[src/rtl/bidiag_pkg.sv]
package bidiag_pkg;
    localparam int NSTEP = 9;
    localparam int SIDE  = 4;

    typedef enum logic [2:0] {
        ST_IDLE,
        ST_FETCH,
        ST_SPIN,
        ST_STORE,
        ST_DONE
    } state_t;

    typedef struct packed {
        logic       is_col;
        logic [1:0] a;
        logic [1:0] b;
    } plan_t;
endpackage

[src/rtl/bidiag_plan.sv]
module bidiag_plan
    import bidiag_pkg::*;
(
    input  logic [3:0] step,
    output plan_t      entry
);
    always_comb begin
        case (step)
            4'd0:    entry = '{is_col: 1'b0, a: 2'd0, b: 2'd1};
            4'd1:    entry = '{is_col: 1'b0, a: 2'd0, b: 2'd2};
            4'd2:    entry = '{is_col: 1'b0, a: 2'd0, b: 2'd3};
            4'd3:    entry = '{is_col: 1'b1, a: 2'd1, b: 2'd2};
            4'd4:    entry = '{is_col: 1'b1, a: 2'd1, b: 2'd3};
            4'd5:    entry = '{is_col: 1'b0, a: 2'd1, b: 2'd2};
            4'd6:    entry = '{is_col: 1'b0, a: 2'd1, b: 2'd3};
            4'd7:    entry = '{is_col: 1'b1, a: 2'd2, b: 2'd3};
            4'd8:    entry = '{is_col: 1'b0, a: 2'd2, b: 2'd3};
            default: entry = '{is_col: 1'b0, a: 2'd0, b: 2'd1};
        endcase
    end
endmodule

[src/rtl/bidiag_micro.sv]
module bidiag_micro #(
    parameter int IW  = 19,
    parameter int SW  = 4
) (
    input  logic signed [IW-1:0] x,
    input  logic signed [IW-1:0] y,
    input  logic        [SW-1:0] shift,
    input  logic                 neg,
    output logic signed [IW-1:0] xn,
    output logic signed [IW-1:0] yn
);
    logic signed [IW-1:0] xs, ys;

    always_comb begin
        xs = x >>> shift;
        ys = y >>> shift;
        if (neg) begin
            xn = x + ys;
            yn = y - xs;
        end else begin
            xn = x - ys;
            yn = y + xs;
        end
    end
endmodule

[src/rtl/bidiag_scale.sv]
module bidiag_scale #(
    parameter int IW = 19,
    parameter int DW = 16
) (
    input  logic signed [IW-1:0] v,
    output logic        [DW-1:0] q
);
    localparam logic signed [IW-1:0] HI = IW'((64'sd1 <<< (DW-1)) - 1);
    localparam logic signed [IW-1:0] LO = -HI - IW'(1);

    logic signed [IW-1:0] sum;

    always_comb begin
        sum = (v >>> 1) + (v >>> 3) - (v >>> 6) - (v >>> 9);
        if (sum > HI)      q = HI[DW-1:0];
        else if (sum < LO) q = LO[DW-1:0];
        else               q = sum[DW-1:0];
    end
endmodule

[src/rtl/givens_bidiag.sv]
module givens_bidiag
    import bidiag_pkg::*;
#(
    parameter int DW   = 16,
    parameter int ITER = 12
) (
    input  logic          clk,
    input  logic          rst_n,
    input  logic          start,
    input  logic          wr_en,
    input  logic [3:0]    wr_addr,
    input  logic [DW-1:0] wr_data,
    input  logic [3:0]    rd_addr,
    output logic [DW-1:0] rd_data,
    output logic          busy,
    output logic          done
);
    localparam int IW    = DW + 3;
    localparam int ITW   = (ITER > 1) ? $clog2(ITER) : 1;
    localparam int NE    = SIDE * SIDE;
    localparam logic [3:0] LAST_STEP = 4'(NSTEP - 1);

    state_t              state_q, state_d;
    logic [NE-1:0][DW-1:0] mat_q;
    logic [3:0]          step_q;
    logic [1:0]          pass_q;
    logic [ITW-1:0]      iter_q;
    logic signed [IW-1:0] x_q, y_q, xn, yn, px, ty;
    logic                flip_q;
    logic [ITER-1:0]     dirs_q;
    plan_t               plan;
    logic [1:0]          k, j;
    logic [3:0]          pidx, tidx;
    logic                vec, dir, fl, last_pair;
    logic [DW-1:0]       xs_q, ys_q;

    bidiag_plan u_plan (.step(step_q), .entry(plan));

    bidiag_micro #(.IW(IW), .SW(ITW)) u_micro (
        .x(x_q), .y(y_q), .shift(iter_q), .neg(dir), .xn(xn), .yn(yn)
    );

    bidiag_scale #(.IW(IW), .DW(DW)) u_scale_x (.v(x_q), .q(xs_q));
    bidiag_scale #(.IW(IW), .DW(DW)) u_scale_y (.v(y_q), .q(ys_q));

    // Element pair addressing for the current rotation and pass
    always_comb begin
        k   = plan.is_col ? (plan.a - 2'd1) : plan.a;
        vec = (pass_q == 2'd0);
        if (vec)                    j = k;
        else if ((pass_q - 2'd1) < k) j = pass_q - 2'd1;
        else                        j = pass_q;
        pidx = plan.is_col ? {j, plan.a} : {plan.a, j};
        tidx = plan.is_col ? {j, plan.b} : {plan.b, j};
        px   = IW'($signed(mat_q[pidx]));
        ty   = IW'($signed(mat_q[tidx]));
        fl   = vec ? px[IW-1] : flip_q;
        dir  = vec ? ~y_q[IW-1] : dirs_q[iter_q];
        last_pair = (step_q == LAST_STEP) && (pass_q == 2'd3);
    end

    // State register
    always_ff @(posedge clk or negedge rst_n) begin
        if (!rst_n) state_q <= ST_IDLE;
        else        state_q <= state_d;
    end

    // Next state
    always_comb begin
        state_d = state_q;
        unique case (state_q)
            ST_IDLE:  if (start) state_d = ST_FETCH;
            ST_FETCH: state_d = ST_SPIN;
            ST_SPIN:  if (iter_q == ITW'(ITER - 1)) state_d = ST_STORE;
            ST_STORE: state_d = last_pair ? ST_DONE : ST_FETCH;
            ST_DONE:  state_d = ST_IDLE;
            default:  state_d = ST_IDLE;
        endcase
    end

    // Outputs
    always_comb begin
        busy    = 1'b0;
        done    = 1'b0;
        rd_data = mat_q[rd_addr];
        unique case (state_q)
            ST_FETCH, ST_SPIN, ST_STORE: busy = 1'b1;
            ST_DONE:                     done = 1'b1;
            default: ;
        endcase
    end

    // Datapath
    always_ff @(posedge clk or negedge rst_n) begin
        if (!rst_n) begin
            mat_q  <= '0;
            step_q <= '0;
            pass_q <= '0;
            iter_q <= '0;
            x_q    <= '0;
            y_q    <= '0;
            flip_q <= 1'b0;
            dirs_q <= '0;
        end else begin
            unique case (state_q)
                ST_IDLE, ST_DONE: begin
                    if (wr_en) mat_q[wr_addr] <= wr_data;
                    if (state_q == ST_IDLE && start) begin
                        step_q <= '0;
                        pass_q <= '0;
                    end
                end
                ST_FETCH: begin
                    x_q    <= fl ? -px : px;
                    y_q    <= fl ? -ty : ty;
                    flip_q <= fl;
                    iter_q <= '0;
                end
                ST_SPIN: begin
                    x_q <= xn;
                    y_q <= yn;
                    if (vec) dirs_q[iter_q] <= dir;
                    iter_q <= iter_q + ITW'(1);
                end
                ST_STORE: begin
                    mat_q[pidx] <= xs_q;
                    mat_q[tidx] <= vec ? '0 : ys_q;
                    pass_q <= pass_q + 2'd1;
                    if (pass_q == 2'd3) step_q <= step_q + 4'd1;
                end
                default: ;
            endcase
        end
    end

    // done is a single-cycle pulse
    p_done_pulse_r2: assert property (@(posedge clk) disable iff (!rst_n)
        done |=> !done);
    // busy and done are exclusive
    p_busy_done_excl_r2: assert property (@(posedge clk) disable iff (!rst_n)
        !(busy && done));
    // done only follows the final write-back
    p_done_after_last_r2: assert property (@(posedge clk) disable iff (!rst_n)
        $rose(done) |-> $past(state_q == ST_STORE && step_q == LAST_STEP && pass_q == 2'd3));
    // no external write reaches the matrix while busy
    p_no_write_busy_r3: assert property (@(posedge clk) disable iff (!rst_n)
        (busy && state_q != ST_STORE) |=> $stable(mat_q));
    // the vectored target is stored as an exact zero
    p_target_zero_r5: assert property (@(posedge clk) disable iff (!rst_n)
        (state_q == ST_STORE && pass_q == 2'd0) |=> (mat_q[$past(tidx)] == '0));
endmodule

[config.mk]
export PLATFORM = sky130hd
export DESIGN_NAME = givens_bidiag
export DESIGN_NICKNAME = d
export VERILOG_FILES = /design/src/rtl/bidiag_pkg.sv /design/src/rtl/bidiag_plan.sv /design/src/rtl/bidiag_micro.sv /design/src/rtl/bidiag_scale.sv /design/src/rtl/givens_bidiag.sv
export SDC_FILE = /design/constraint.sdc
export NUM_CORES = 2
export LEC_CHECK = 0
export BUFFER_PORTS_ARGS = -buffer_cell sky130_fd_sc_hd__buf_2
export CAP_MARGIN = 30
export CORE_MARGIN = 2
export CORE_UTILIZATION = 25
export CTS_CLUSTER_SIZE = 16
export DETAILED_ROUTE_END_ITERATION = 8
export GPL_TIMING_DRIVEN = 0
export HOLD_SLACK_MARGIN = 0.08
export PLACE_DENSITY = 0.4
export SETUP_SLACK_MARGIN = 0.1
export SYNTH_ARGS = -nofsm -noshare
export SYNTH_HDL_FRONTEND = slang
export SYNTH_SLANG_ARGS = --single-unit
export TNS_END_PERCENT = 50
[constraint.sdc]
create_clock -name clk -period 10.9 [get_ports clk]
set_input_delay 2.18 -clock clk [delete_from_list [all_inputs] [get_ports clk]]
set_output_delay 2.18 -clock clk [all_outputs]
set_load 0.01 [all_outputs]
==> results.sh <==
export IMPL_synthesis_area_per_instance_um2=7.933
export IMPL_route_final_wire_length_um=258600
export IMPL_finalNetCount=4782
export IMPL_port_buffer_count=38
export IMPL_cp_slowest_stage_delay_ns=0.76
export IMPL_coreArea_um2=139700
export IMPL_synth_top_flop_cell="sky130_fd_sc_hd__dfrtp_1"
export IMPL_dominant_cells_by_area_after_synthesis="sky130_fd_sc_hd__dfrtp_1 23%, sky130_fd_sc_hd__mux4_2 7.6%, sky130_fd_sc_hd__nand2_1 6.0%, sky130_fd_sc_hd__a21oi_1 6.0%, sky130_fd_sc_hd__o21ai_0 5.8%"
export IMPL_violations_in_the_final_reports="DRC"
export IMPL_cp_data_arrival_time_ns=8.98
export IMPL_ys_seq_elements=320
export IMPL_detailroute_via_count=42444
export IMPL_cap_viol_max_count=0
export IMPL_proportion_of_layout_cells_with_a_drive_suffix_above_1=0.1200
export IMPL_startpoint_type="register"
export IMPL_rows=137
export IMPL_die_area_um2=144100
export IMPL_worst_slew_pin_transition_ns=1.253
export IMPL_cts_resized_gates=0
export IMPL_finalCritPeriodShare=0.7795
export IMPL_critPathMaxFanout=10
export IMPL_finalSetupViolCount=0
export IMPL_syn_instance_count=4447
export IMPL_count_of_flip_flops_with_a_built_in_enable_after_synthesis=0
export IMPL_dr_pass1_iters=9
export IMPL_synth_async_reset_ratio=1.000
export IMPL_vias_per_cell=6.504
export IMPL_grt_pass1_vias=39578
export IMPL_final_ant_viol_nets=0
export IMPL_post_synth_instance_area_um2=35280
export IMPL_yosys_warnings=0
export IMPL_grt_first_pass_wirelength_um=345700
export IMPL_post_cts_hold_buffer_count=0
export IMPL_clkLatencyLatePin_ns=0.67
export IMPL_dp_hpwl_um=207900
export IMPL_grt_most_used_layer="met2"
export IMPL_timing_critical_path_max_delay_family="compound AO/OA/AOI/OAI gates"
export IMPL_clock_skew_ns=0.03731
export IMPL_global_route_usage_met1=0.4410
export IMPL_cts_reportedPaths_clkPinSlew_ns=0.06
export IMPL_groute_layer_met2_usage=0.4829
export IMPL_cts_tree="yes"
export IMPL_unrepaired_setup_endpoints_after_global_routing="no"
export IMPL_initial_antenna_violation_count=21
export IMPL_clock_tree_buffer_depth=3
export IMPL_status="finished, violations left"
export IMPL_grt_start_max_net_pins=105
export IMPL_global_route_overflow_total=0
export IMPL_proportion_of_netlist_area_held_by_the_largest_area_contributor=0.2270
export IMPL_fmaxAchievable_ghz=0.1177
export IMPL_cts_post_setup_buffers_inserted=0
export IMPL_criticalPathCategory="reg -> reg"
export IMPL_boundary_pin_count=46
export IMPL_global_route_usage_total=0.3441
export IMPL_drt_iter0_markers=6854
export IMPL_synthDistinctLibCells=113
export IMPL_ctsRootBufferMaster="sky130_fd_sc_hd__clkbuf_16"
export IMPL_die_width_um=379.7
export IMPL_drv_slew=0
export IMPL_cpMaxStageDelayCell="sky130_fd_sc_hd__a21oi_1"
export IMPL_drc=7
export IMPL_relSlewSlack=0.1646
export IMPL_cp_end_kind="register"
export IMPL_finalHoldViolations=0
export IMPL_yosysTopAreaCell="sky130_fd_sc_hd__dfrtp_1"
export IMPL_seq_area_frac_synth=0.2270
export IMPL_synthesis_nets=4624
export IMPL_floorplan_die_height_um=379.7
export IMPL_worstPathCellList="clkbuf_1 -> buf_1 -> clkbuf_1 -> buf_1 -> a311oi_1 -> a21oi_1 -> clkbuf_1 -> buf_1 -> mux2i_1 -> fa_1 -> a21o_1 -> a21oi_1 -> o21ai_0 -> o41ai_1 -> o21ai_0 -> o41ai_1 -> o21ai_0 -> o41ai_1 -> xnor2_1 -> mux2i_1 -> o211ai_1"
export IMPL_htreeDepth=2
export IMPL_floorplan_initialDensity=0.2525
export IMPL_place_congestion=1.098
export IMPL_period_minus_slack_ns=8.497
export IMPL_cts_sinks=320
export IMPL_min_delay_path_class="reg -> reg"
export IMPL_area_growth_synth_to_final_pct=14.31
export IMPL_setup_total_negative_slack_ns=0
export IMPL_numCtsBuffers=47
export IMPL_avgRoutedWirePerCell_um=39.63
export IMPL_critical_path_n_buffers_inverters=6
export IMPL_gr_met3_demand_resource=0.1421
export IMPL_timing_critical_path_required_ns=11.38
-- worst reg2reg max path: cells and delay by family (launching register included) --
kind                     cells  cell delay [ns]
buffers and inverters        6             3.07
multiplexers                 2             0.50
adder cells (fa/ha/maj)      1             0.46
AO/OA/AOI/OAI               11             3.64
flip-flops                   1             0.44
XOR/XNOR                     1             0.22
-- layout by cell type, fill, tap and decap left out, drive strengths merged, types with 31 or more instances in the layout --
cell	instances
xor2	44
a21o	40
clkbuf	335
o221ai	88
nand2	565
nor3	58
o22ai	55
xnor2	77
a22oi	44
ha	93
buf	244
a21oi	425
a221oi	199
a211oi	36
and3	42
mux4	119
nand3	157
mux2	50
nor2	358
o211ai	31
and2	33
mux2i	125
a31oi	83
o21ai	424
fa	56
inv	145
dfrtp	320
-- path summary, 6_finish.rpt --
path / from / endpoint / slack (ns) / depth (start not counted)
worst max-delay path: iter_q[2]$_DFFE_PN0P_ / x_q[18]$_DFFE_PN0P_ / 2.40 / 21
worst min-delay path: dirs_q[6]$_DFFE_PN0P_ / dirs_q[6]$_DFFE_PN0P_ / 0.52 / 2
worst max register to register: iter_q[2]$_DFFE_PN0P_ / x_q[18]$_DFFE_PN0P_ / 2.40 / 21
worst min register to register: dirs_q[6]$_DFFE_PN0P_ / dirs_q[6]$_DFFE_PN0P_ / 0.52 / 2
max in group asynchronous: rst_n / dirs_q[5]$_DFFE_PN0P_ / 7.96 / 3
min in group asynchronous: rst_n / mat_q[253]$_DFFE_PN0P_ / 1.49 / 1
-- logic make-up (layout without fill, tap and decap cells) --
family / after synthesis / count (layout) / share of synthesized area
muxes: 294 / 294 / 0.1277
DFF: 320 / 320 / 0.2270
xor gates and xnor gates: 121 / 121 / 0.03078
other: 0 / 9 / 0
AOI/OAI and AO/OA: 1671 / 1671 / 0.3131
and+or+nand+nor: 1345 / 1345 / 0.1710
adders and majority gates: 149 / 149 / 0.06476
buffers and inverters: 547 / 741 / 0.06565
-- sequential cells by signal, indices dropped and copies added, names as in the netlist --
| register | flops |
|---|---|
| dirs_q | 12 |
| flip_q | 1 |
| step_q | 4 |
| pass_q | 2 |
| x_q | 19 |
| iter_q | 4 |
| state_q | 3 |
| y_q | 19 |
| mat_q | 256 |
-- Yosys cell counts, types with 26 or more instances --
cell type / n
sky130_fd_sc_hd__a211oi_1: 33
sky130_fd_sc_hd__a21o_1: 39
sky130_fd_sc_hd__a21oi_1: 420
sky130_fd_sc_hd__a221oi_1: 198
sky130_fd_sc_hd__a22oi_1: 43
sky130_fd_sc_hd__a31oi_1: 81
sky130_fd_sc_hd__and2_1: 31
sky130_fd_sc_hd__and3_1: 41
sky130_fd_sc_hd__buf_1: 26
sky130_fd_sc_hd__buf_2: 81
sky130_fd_sc_hd__clkbuf_1: 265
sky130_fd_sc_hd__dfrtp_1: 320
sky130_fd_sc_hd__fa_1: 56
sky130_fd_sc_hd__ha_1: 93
sky130_fd_sc_hd__inv_1: 143
sky130_fd_sc_hd__mux2_2: 48
sky130_fd_sc_hd__mux2i_1: 124
sky130_fd_sc_hd__mux4_2: 119
sky130_fd_sc_hd__nand2_1: 564
sky130_fd_sc_hd__nand2b_1: 28
sky130_fd_sc_hd__nand3_1: 157
sky130_fd_sc_hd__nor2_1: 353
sky130_fd_sc_hd__nor3_1: 54
sky130_fd_sc_hd__o211ai_1: 31
sky130_fd_sc_hd__o21ai_0: 408
sky130_fd_sc_hd__o221ai_1: 88
sky130_fd_sc_hd__o22ai_1: 54
sky130_fd_sc_hd__o31ai_1: 26
sky130_fd_sc_hd__xnor2_1: 75
sky130_fd_sc_hd__xor2_1: 44
-- per-layer routing --
layer	wire, um	vias up	part of all wire
met5	56	-	0.00022
met4	17750	8	0.069
met3	36000	692	0.14
met2	103500	3159	0.40
met1	101400	21436	0.39
li1	-	17149	-
-- through the flow --
stage	util	hold WS, ns	setup WS (ns)	area [um2]	cells
3_3_place_gp	0.2707	0.5062	0.06312	37820	6361
4_1_cts	0.2877	0.5234	2.523	40190	6507
2_1_floorplan	-	0.4733	4.562	35280	4447
6_report	0.2887	0.5249	2.403	40330	6526
3_5_place_dp	0.2762	0.5180	2.612	38590	6422
5_1_grt	0.2886	0.5419	1.996	40310	6520
-- final cells by class --
type | count | area [um2]
diodes | 9 | 22.52
multi-input cells | 3580 | 25060
plain buffers | 401 | 1768
well taps | 1876 | 2347
clock buffers | 69 | 1410
clock inverters | 16 | 187.7
fillers | 15245 | 99370
flip-flops and latches | 320 | 8008
inverters | 146 | 548.0
repair buffers | 109 | 982.2
Power is not shown: default switching activity piles up to over one toggle a cycle in this logic, so the estimate is an artifact.
